File: src/rtl/ja_elastic_fifo.sv
module ja_elastic_fifo #(
  parameter int MAX_BLOCKS  = 8,
  parameter int BLOCK_WORDS = 16,
  parameter int WORD_BITS   = 2,
  parameter int EDGE_MARGIN = 4,
  parameter int CENTRE_TOL  = 1
) (
  input  logic                          clk,
  input  logic                          rst_n,
  input  logic [$clog2(MAX_BLOCKS)-1:0] depth_sel,
  input  logic                          centre_ctl,
  input  logic                          wr_stb,
  input  logic                          wr_bit,
  input  logic                          rd_stb,
  output logic                          rd_bit,
  output logic                          speed_up,
  output logic                          slow_down,
  output logic                          centring
);
  localparam int BLOCK_BITS = BLOCK_WORDS * WORD_BITS;
  localparam int MAX_BITS   = MAX_BLOCKS * BLOCK_BITS;
  localparam int PW         = $clog2(MAX_BITS);
  localparam int FW         = PW + 1;
  localparam int SW         = $clog2(MAX_BLOCKS);

  logic [MAX_BITS-1:0] mem;
  logic [FW-1:0]       wp, rp, fill, dbits, half;
  logic [SW-1:0]       depth_q;
  logic                ctl_q;

  wire chg       = depth_sel != depth_q;
  wire ctl_edge  = centre_ctl != ctl_q;

  assign dbits = FW'((FW'(depth_sel) + FW'(1)) * FW'(BLOCK_BITS));
  assign half  = dbits >> 1;
  assign fill  = (wp >= rp) ? wp - rp : wp + dbits - rp;

  wire [FW-1:0] wp_nx = (wp + FW'(1) == dbits) ? '0 : wp + FW'(1);
  wire [FW-1:0] rp_nx = (rp + FW'(1) == dbits) ? '0 : rp + FW'(1);

  wire near_mid = (fill + FW'(CENTRE_TOL) >= half) && (fill <= half + FW'(CENTRE_TOL));
  wire up_nx = centring ? (fill > half + FW'(CENTRE_TOL)) : (fill + FW'(EDGE_MARGIN) >= dbits);
  wire dn_nx = centring ? (fill + FW'(CENTRE_TOL) < half) : (fill <= FW'(EDGE_MARGIN));

  always_ff @(posedge clk or negedge rst_n) begin
    if (!rst_n) begin
      mem       <= '0;
      wp        <= FW'(BLOCK_BITS / 2);
      rp        <= '0;
      depth_q   <= '0;
      ctl_q     <= 1'b0;
      rd_bit    <= 1'b0;
      speed_up  <= 1'b0;
      slow_down <= 1'b0;
      centring  <= 1'b0;
    end else if (chg) begin
      mem       <= '0;
      wp        <= half;
      rp        <= '0;
      depth_q   <= depth_sel;
      ctl_q     <= centre_ctl;
      speed_up  <= 1'b0;
      slow_down <= 1'b0;
      centring  <= 1'b0;
    end else begin
      if (wr_stb) begin
        mem[wp[PW-1:0]] <= wr_bit;
        wp <= wp_nx;
      end
      if (rd_stb) begin
        rd_bit <= mem[rp[PW-1:0]];
        rp <= rp_nx;
      end
      ctl_q     <= centre_ctl;
      speed_up  <= up_nx;
      slow_down <= dn_nx;
      if (ctl_edge)
        centring <= 1'b1;
      else if (centring && near_mid)
        centring <= 1'b0;
    end
  end
endmodule

File: config.mk
export PLATFORM = sky130hd
export DESIGN_NAME = ja_elastic_fifo
export DESIGN_NICKNAME = d
export VERILOG_FILES = /design/src/rtl/ja_elastic_fifo.sv
export SDC_FILE = /design/constraint.sdc
export NUM_CORES = 1
export LEC_CHECK = 0
export ABC_AREA = 1
export ABC_CLOCK_PERIOD_IN_PS = 4400
export BUFFER_PORTS_ARGS = -buffer_cell sky130_fd_sc_hd__buf_2
export CORE_MARGIN = 3
export CORE_UTILIZATION = 60
export CTS_BUF_LIST = sky130_fd_sc_hd__clkbuf_16
export CTS_CLUSTER_SIZE = 20
export DETAILED_ROUTE_END_ITERATION = 8
export PLACE_DENSITY_LB_ADDON = 0.05
export RECOVER_POWER = 50
export SKIP_LAST_GASP = 1
export SLEW_MARGIN = 20
export SYNTH_ARGS = -nofsm -noshare
export SYNTH_HDL_FRONTEND = slang
export SYNTH_SLANG_ARGS = --single-unit
File: constraint.sdc
create_clock -name clk -period 4.4 [get_ports clk]
set_input_delay 0.22 -clock clk [delete_from_list [all_inputs] [get_ports clk]]
set_output_delay 0.22 -clock clk [all_outputs]
set_load 0.01 [all_outputs]
== Word level (Yosys, flattened, before mapping) ==
Cells that the tools add are included.
W data, S select, Z words.
Storage, ports and cells
  register bits: 282
  logic and storage cells: 61
Operators by class
  $add $sub $neg: 9
  order comparisons: 10
  equal/unequal tests: 4
  muxes and demuxes: 21
  bitwise gates (word level): 1
  reductions and logical operators: 7
Operator list (number)
  $mux W256: 2
  $bwmux W256: 1
  $mux W9: 7
  $add A9 B1 Y9 const B: 3
  $eq A9 B9 Y1: 2
  $ge A9 B9 Y1: 2
  $lt A8 B9 Y1 const B: 2
  $sub A9 B9 Y9: 2
  $add A8 B1 Y9 const B: 1
  $add A9 B3 Y9 const B: 1
  $add A9 B9 Y9: 1
  $ge A9 B8 Y1: 1
  $gt A9 B9 Y1: 1
  $le A9 B3 Y1 const B: 1
  $le A9 B9 Y1: 1
  $lt A9 B8 Y1: 1
  $mux W1: 9
  $bmux W1 S8: 1
  $demux W1 S8: 1
  $ge A8 B1 Y1 const B: 1
  $add A3 B1 Y4 const B: 1
  $reduce_bool A2 Y1: 2
  $logic_and A1 B1 Y1: 3
  $ne A3 B3 Y1: 1
  other kinds (4): 4

== Longest topological paths before layout ==
  word-level depth: 11
  mapped depth: 26
  depth with buffers taken out: 25

== Worst setup path before layout ==
No wires, ideal clock.
  kind: register -> register
  start: register rp[3]
  end: register slow_down
  library setup time: 73 ps
  arrival time: 3476 ps
  data required time: 4327 ps
  setup slack: 851 ps
  stages on the path, launching flop included: 26
  buffers on the path: 2
  period minus slack after synthesis: 3549 ps
  cell sequence: dfrtp_1 -> inv_1 -> buf_2 -> clkbuf_1 -> ha_1 -> fa_1 -> nor2_1 -> nand2_1 -> nand3_1 -> nand3_2 -> nand2_1 -> nand2_2 -> nor2_2 -> nand2_1 -> nor2_1 -> nand2_1 -> nand2_1 -> inv_1 -> ha_1 -> a21oi_1 -> o21ai_0 -> a21oi_1 -> nand2_1 -> nand2_1 -> nand2_1 -> a21oi_2
On the way
  longest elaborated chain between the ends: 6
  elaborated cells between the ends (all ways): 9
  those cells by class: add/sub (3); order compare (3); mux (3)
RTL lines
  start, declared: line 27  | logic [FW-1:0] wp, rp, fill, dbits, half;
  start signal, assigned: line 72  | rp <= rp_nx;
  $sub A9 B9 Y9 or $ge A9 B9 Y1 (tied branches): line 36  | assign fill = (wp >= rp) ? wp - rp : wp + dbits - rp;
  $mux W9 (*): line 36
  $add A9 B1 Y9: line 43  | wire dn_nx = centring ? (fill + FW'(CENTRE_TOL) < half) : (fill <= FW'(EDGE_MARGIN));
  $lt A9 B8 Y1: line 43
  $mux W1 (*): line 43
  $mux W1 (*): line 56  | end else if (chg) begin
  end signal, assigned: line 76  | slow_down <= dn_nx;
  end, declared: line 17  | output logic slow_down,
Every way passes the cells marked *; elsewhere a longest branch is shown, timed or not.
A chain may end at the register's enable or synchronous reset.

== Worst setup path after layout ==
  start: input port depth_sel[0]
  end: register centring
On the way
  longest elaborated chain between the ends: 9
  elaborated cells between the ends (all ways): 13
  those cells by class: add/sub (5); order compare (2); eq/ne (1); mux (2); reduce/logical (3)
RTL lines
  start, declared: line 10  | input logic [$clog2(MAX_BLOCKS)-1:0] depth_sel,
  $add A3 B1 Y4: line 34  | assign dbits = FW'((FW'(depth_sel) + FW'(1)) * FW'(BLOCK_BITS));
  $add A9 B9 Y9: line 36
  $sub A9 B9 Y9: line 36
  $mux W9: line 36
  $add A9 B1 Y9: line 41  | wire near_mid = (fill + FW'(CENTRE_TOL) >= half) && (fill <= half + FW'(CENTRE_TOL));
  $ge A9 B8 Y1: line 41
  $logic_and A1 B1 Y1: line 41
  $logic_and A1 B1 Y1: line 79  | else if (centring && near_mid)
  $reduce_bool A3 Y1 (no line)
  end signal, assigned: line 55  | centring <= 1'b0;
  end signal, assigned: line 78  | centring <= 1'b1;
  end signal, assigned: line 80  | centring <= 1'b0;
  end, declared: line 18  | output logic centring
Parallel ways exist; a longest one is shown, timed or not.

==> results.py <==
metrics = {
    "status": {
        "status": "finished, violations left",
        "failed_checks": "max-capacitance violations, max-slew violations",
    },
    "finish": {
        "final_common_cell": "nor2_1",
        "area_growth_pct": 8.058,
        "post-route-cell-area_mm2": 0.01732,
        "final_cell_mix": "405 x nor2_1, 342 x o21ai_0, 297 x a21oi_1",
        "antenna_cells": 0,
        "nets": 2111,
        "fin_cells": 2419,
        "drive_gt1_share_pct": 5.518,
    },
    "route": {
        "routedWlPerCell_um": 20.29,
        "first_pass_iters": 6,
        "vias": 15070,
        "drc": 0,
        "ant_nets": 0,
        "via_per_inst": 6.230,
        "drt-total-wl_mm": 49.08,
        "drt_iter0_markers": 1838,
    },
    "clocking": {
        "cts_max_level": 2,
        "clkTransAtPathRegs_ns": 0.06,
        "cts_setup_buffers": 0,
        "clockBufferDepth": 3,
        "cts_sinks": 282,
        "clk_latency_ns": 0.52,
        "clockRootBuffer": "clkbuf_16",
        "cts_buffers": 34,
        "cts_tree": "built",
    },
    "placed_design": {
        "numPortBuffers": 12,
        "dp_slack_ns": 0.6726,
        "dpl_cell_area_mm2": 0.01620,
        "place_congestion": 0.9493,
        "place_inst": 2354,
        "hpwl_mm": 28.84,
    },
    "floorplan": {
        "chipHeight_um": 169.4,
        "rows": 59,
        "die_w_um": 169.4,
        "initial_core_util_pct": 61.32,
        "die-area_mm2": 0.02870,
        "ios": 13,
        "core_area_mm2": 0.02613,
    },
    "global_route": {
        "grt_pass1_vias": 14410,
        "grt-ovfl-total": 0,
        "grt_max_degree": 152,
        "grt_pass1_wl_mm": 78.46,
        "antenna_found_initial": 0,
        "grt.total_usage_pct": 34.11,
    },
    "timing": {
        "final.setup.tns_ns": 0,
        "layout_min_cycle_time_ns": 3.811,
        "rsz0062_at_grt": "no",
        "finalHoldViolCount": 0,
        "fin_ws_ns": 0.5886,
        "finClkSkew_ns": 0.01212,
        "slew_violations": 96,
        "fin_crit_sh_pct": 86.62,
        "slew_headroom_pct": -73.37,
        "fmax_mhz": 262.4,
        "tightest_slew_ns": 2.601,
        "setup_viol": 0,
    },
    "critical_path": {
        "critPathCapture": "centring$_DFFE_PN0P_",
        "cp.arrival_ns": 4.22,
        "rr_worst_depth": 22,
        "reg2reg_slack_ns": 0.69,
        "r2r_end": "centring$_DFFE_PN0P_",
        "slowest_stage": "dlygate4sd3_1",
        "worstSetupEndpointType": "flip-flop",
        "slowest_delay_ns": 0.53,
        "critPathLaunch": "depth_sel[0]",
        "critPathLaunchType": "input port",
        "critPathBufInv": 5,
        "worstSetupPathType": "in -> reg",
        "r2r-start": "wp[5]$_DFFE_PN0P_",
        "crit_chain": "dlygate4sd3_1 > buf_2 > ha_1 > inv_1 > fa_1 > inv_1 > ha_1 > nand3b_1 > nand2_1 > nand2_1 > nand2_1 > inv_1 > ha_1 > a21oi_1 > nand2_1 > a21o_1 > o21ai_0 > nand2_1 > nor2_1 > nand2_1 > nand3_1 > nand2_1",
        "critPathTopFamily": "adder cells",
        "cpMostUsedCell": "nand2_1",
        "worstPathMaxFanout": 9,
        "crit_cells": 22,
        "required_ns": 4.81,
    },
    "synth": {
        "synth_cell_types": 39,
        "synth_top_flop_cell": "dfrtp_1",
        "synth_edf_count": 0,
        "netlist_area_mm2": 0.01602,
        "syn_inst": 2120,
        "syn_area_per_cell_um2": 7.559,
        "syn-num-nets": 2171,
        "ys_seq_area_share_pct": 44.05,
        "ys_seq_elements": 282,
        "yosys_warnings": 0,
        "synth_async_sr_flop_share_pct": 100.0,
    },
    "power_and_ir_drop": {
        "power.density_mw_per_mm2": 362.5,
        "leakage_nw": 7.534,
        "ir_worst_vdd_mv": 0.3739,
    },
    "hold_path": {
        "min_path_type": "in -> reg",
    },
    "flow_run": {
        "maxCapViolations": 1,
    },
}
## per-stage QoR
step / utilization (%) / power [W] / hold slack [ns]
2_1_floorplan: - / 0.003272 / -0.07559
3_3_place_gp: 62.00 / 0.003546 / 0.2927
3_5_place_dp: 62.00 / 0.003540 / 0.2955
4_1_cts: 66.36 / 0.006306 / 0.08426
5_1_grt: 66.26 / 0.006518 / 0.1133
6_report: 66.26 / 0.006277 / 0.09457
## worst min path at each step
stage	from	to	slack, ns	cells after the start
floorplan	rst_n	centring$_DFFE_PN0P_	-0.08	0
global placement	rst_n	mem[194]$_DFFE_PN0P_	0.29	1
detailed placement	rst_n	mem[194]$_DFFE_PN0P_	0.30	1
CTS	wr_stb	wp[3]$_DFFE_PN0P_	0.08	3
global route	wr_stb	wp[3]$_DFFE_PN0P_	0.11	3
finish	wr_stb	wp[3]$_DFFE_PN0P_	0.09	3
## synthesized netlist by cell type (2+ instances only)
library cell | n | area share, %
nand4_1 | 9 | 0.35
ha_1 | 34 | 2.7
nor2_1 | 405 | 9.5
o21ai_0 | 342 | 11
inv_2 | 6 | 0.14
dfrtp_1 | 281 | 44
nor2_4 | 2 | 0.14
buf_2 | 20 | 0.62
inv_1 | 114 | 2.7
clkbuf_1 | 100 | 2.3
nand3b_1 | 2 | 0.094
xor2_1 | 23 | 1.3
o2111ai_1 | 2 | 0.11
nor2_2 | 5 | 0.20
nand3_2 | 7 | 0.44
nor3_2 | 4 | 0.25
nand3_1 | 60 | 1.9
nand2_2 | 7 | 0.27
xnor2_1 | 9 | 0.49
a21oi_1 | 297 | 9.3
nor3_1 | 2 | 0.062
mux2i_1 | 31 | 1.9
o22ai_1 | 40 | 1.6
o21bai_1 | 4 | 0.19
fa_1 | 8 | 1.0
buf_1 | 16 | 0.37
clkinv_1 | 2 | 0.047
a211oi_1 | 17 | 0.80
o21ai_1 | 8 | 0.25
nand2_1 | 254 | 5.9
## cell type report
class	count	area (um2)
Clock buffer	35	875.8
Clock inverter	25	212.7
Fill cell	2271	8817
Inverter	122	467.9
Multi-Input combinational cell	1579	7965
Sequential cell	282	7062
Tap cell	335	419.2
Timing Repair Buffer	41	312.8
## metal layers
metal	global-route usage, %	up-vias	share of wire (%)
li1	-	7022	-
met1	49.22	7259	43
met2	53.57	676	46
met3	4.635	113	7.9
met4	11.91	0	3.3
met5	0	-	0
## cells by family after synthesis
| kind of cell | synth area share (%) |
|---|---|
| mux | 1.936 |
| simple gates | 19.11 |
| fa+ha+maj | 3.654 |
| buf+inv | 6.247 |
| compound gates | 23.25 |
| flops | 44.05 |
| xor+xnor | 1.749 |
## timing repair
item,CTS,global route
resized for setup,0,0
hold buffers,5,0
endpoints found under the hold margin,97,0
## power breakdown
part / internal (W) / switching (W)
clock network: 0.00163 / 0.00114
registers: 0.00261 / 0.0000168
logic: 0.000250 / 0.000633
## flip-flops by register name, indices dropped and copies added (netlist names)
signal,flops
depth_q,3
ctl_q,1
slow_down,1
centring,1
rp,9
speed_up,1
wp,9
mem,256
rd_bit,1
## worst min-delay path: cells and delay by family
| kind | cells | cell delay (ns) |
|---|---|---|
| buf+inv | 1 | 0.16 |
| simple gates | 1 | 0.09 |
| compound gates | 1 | 0.08 |
No activity file was read; power rests on OpenSTA's default activity.
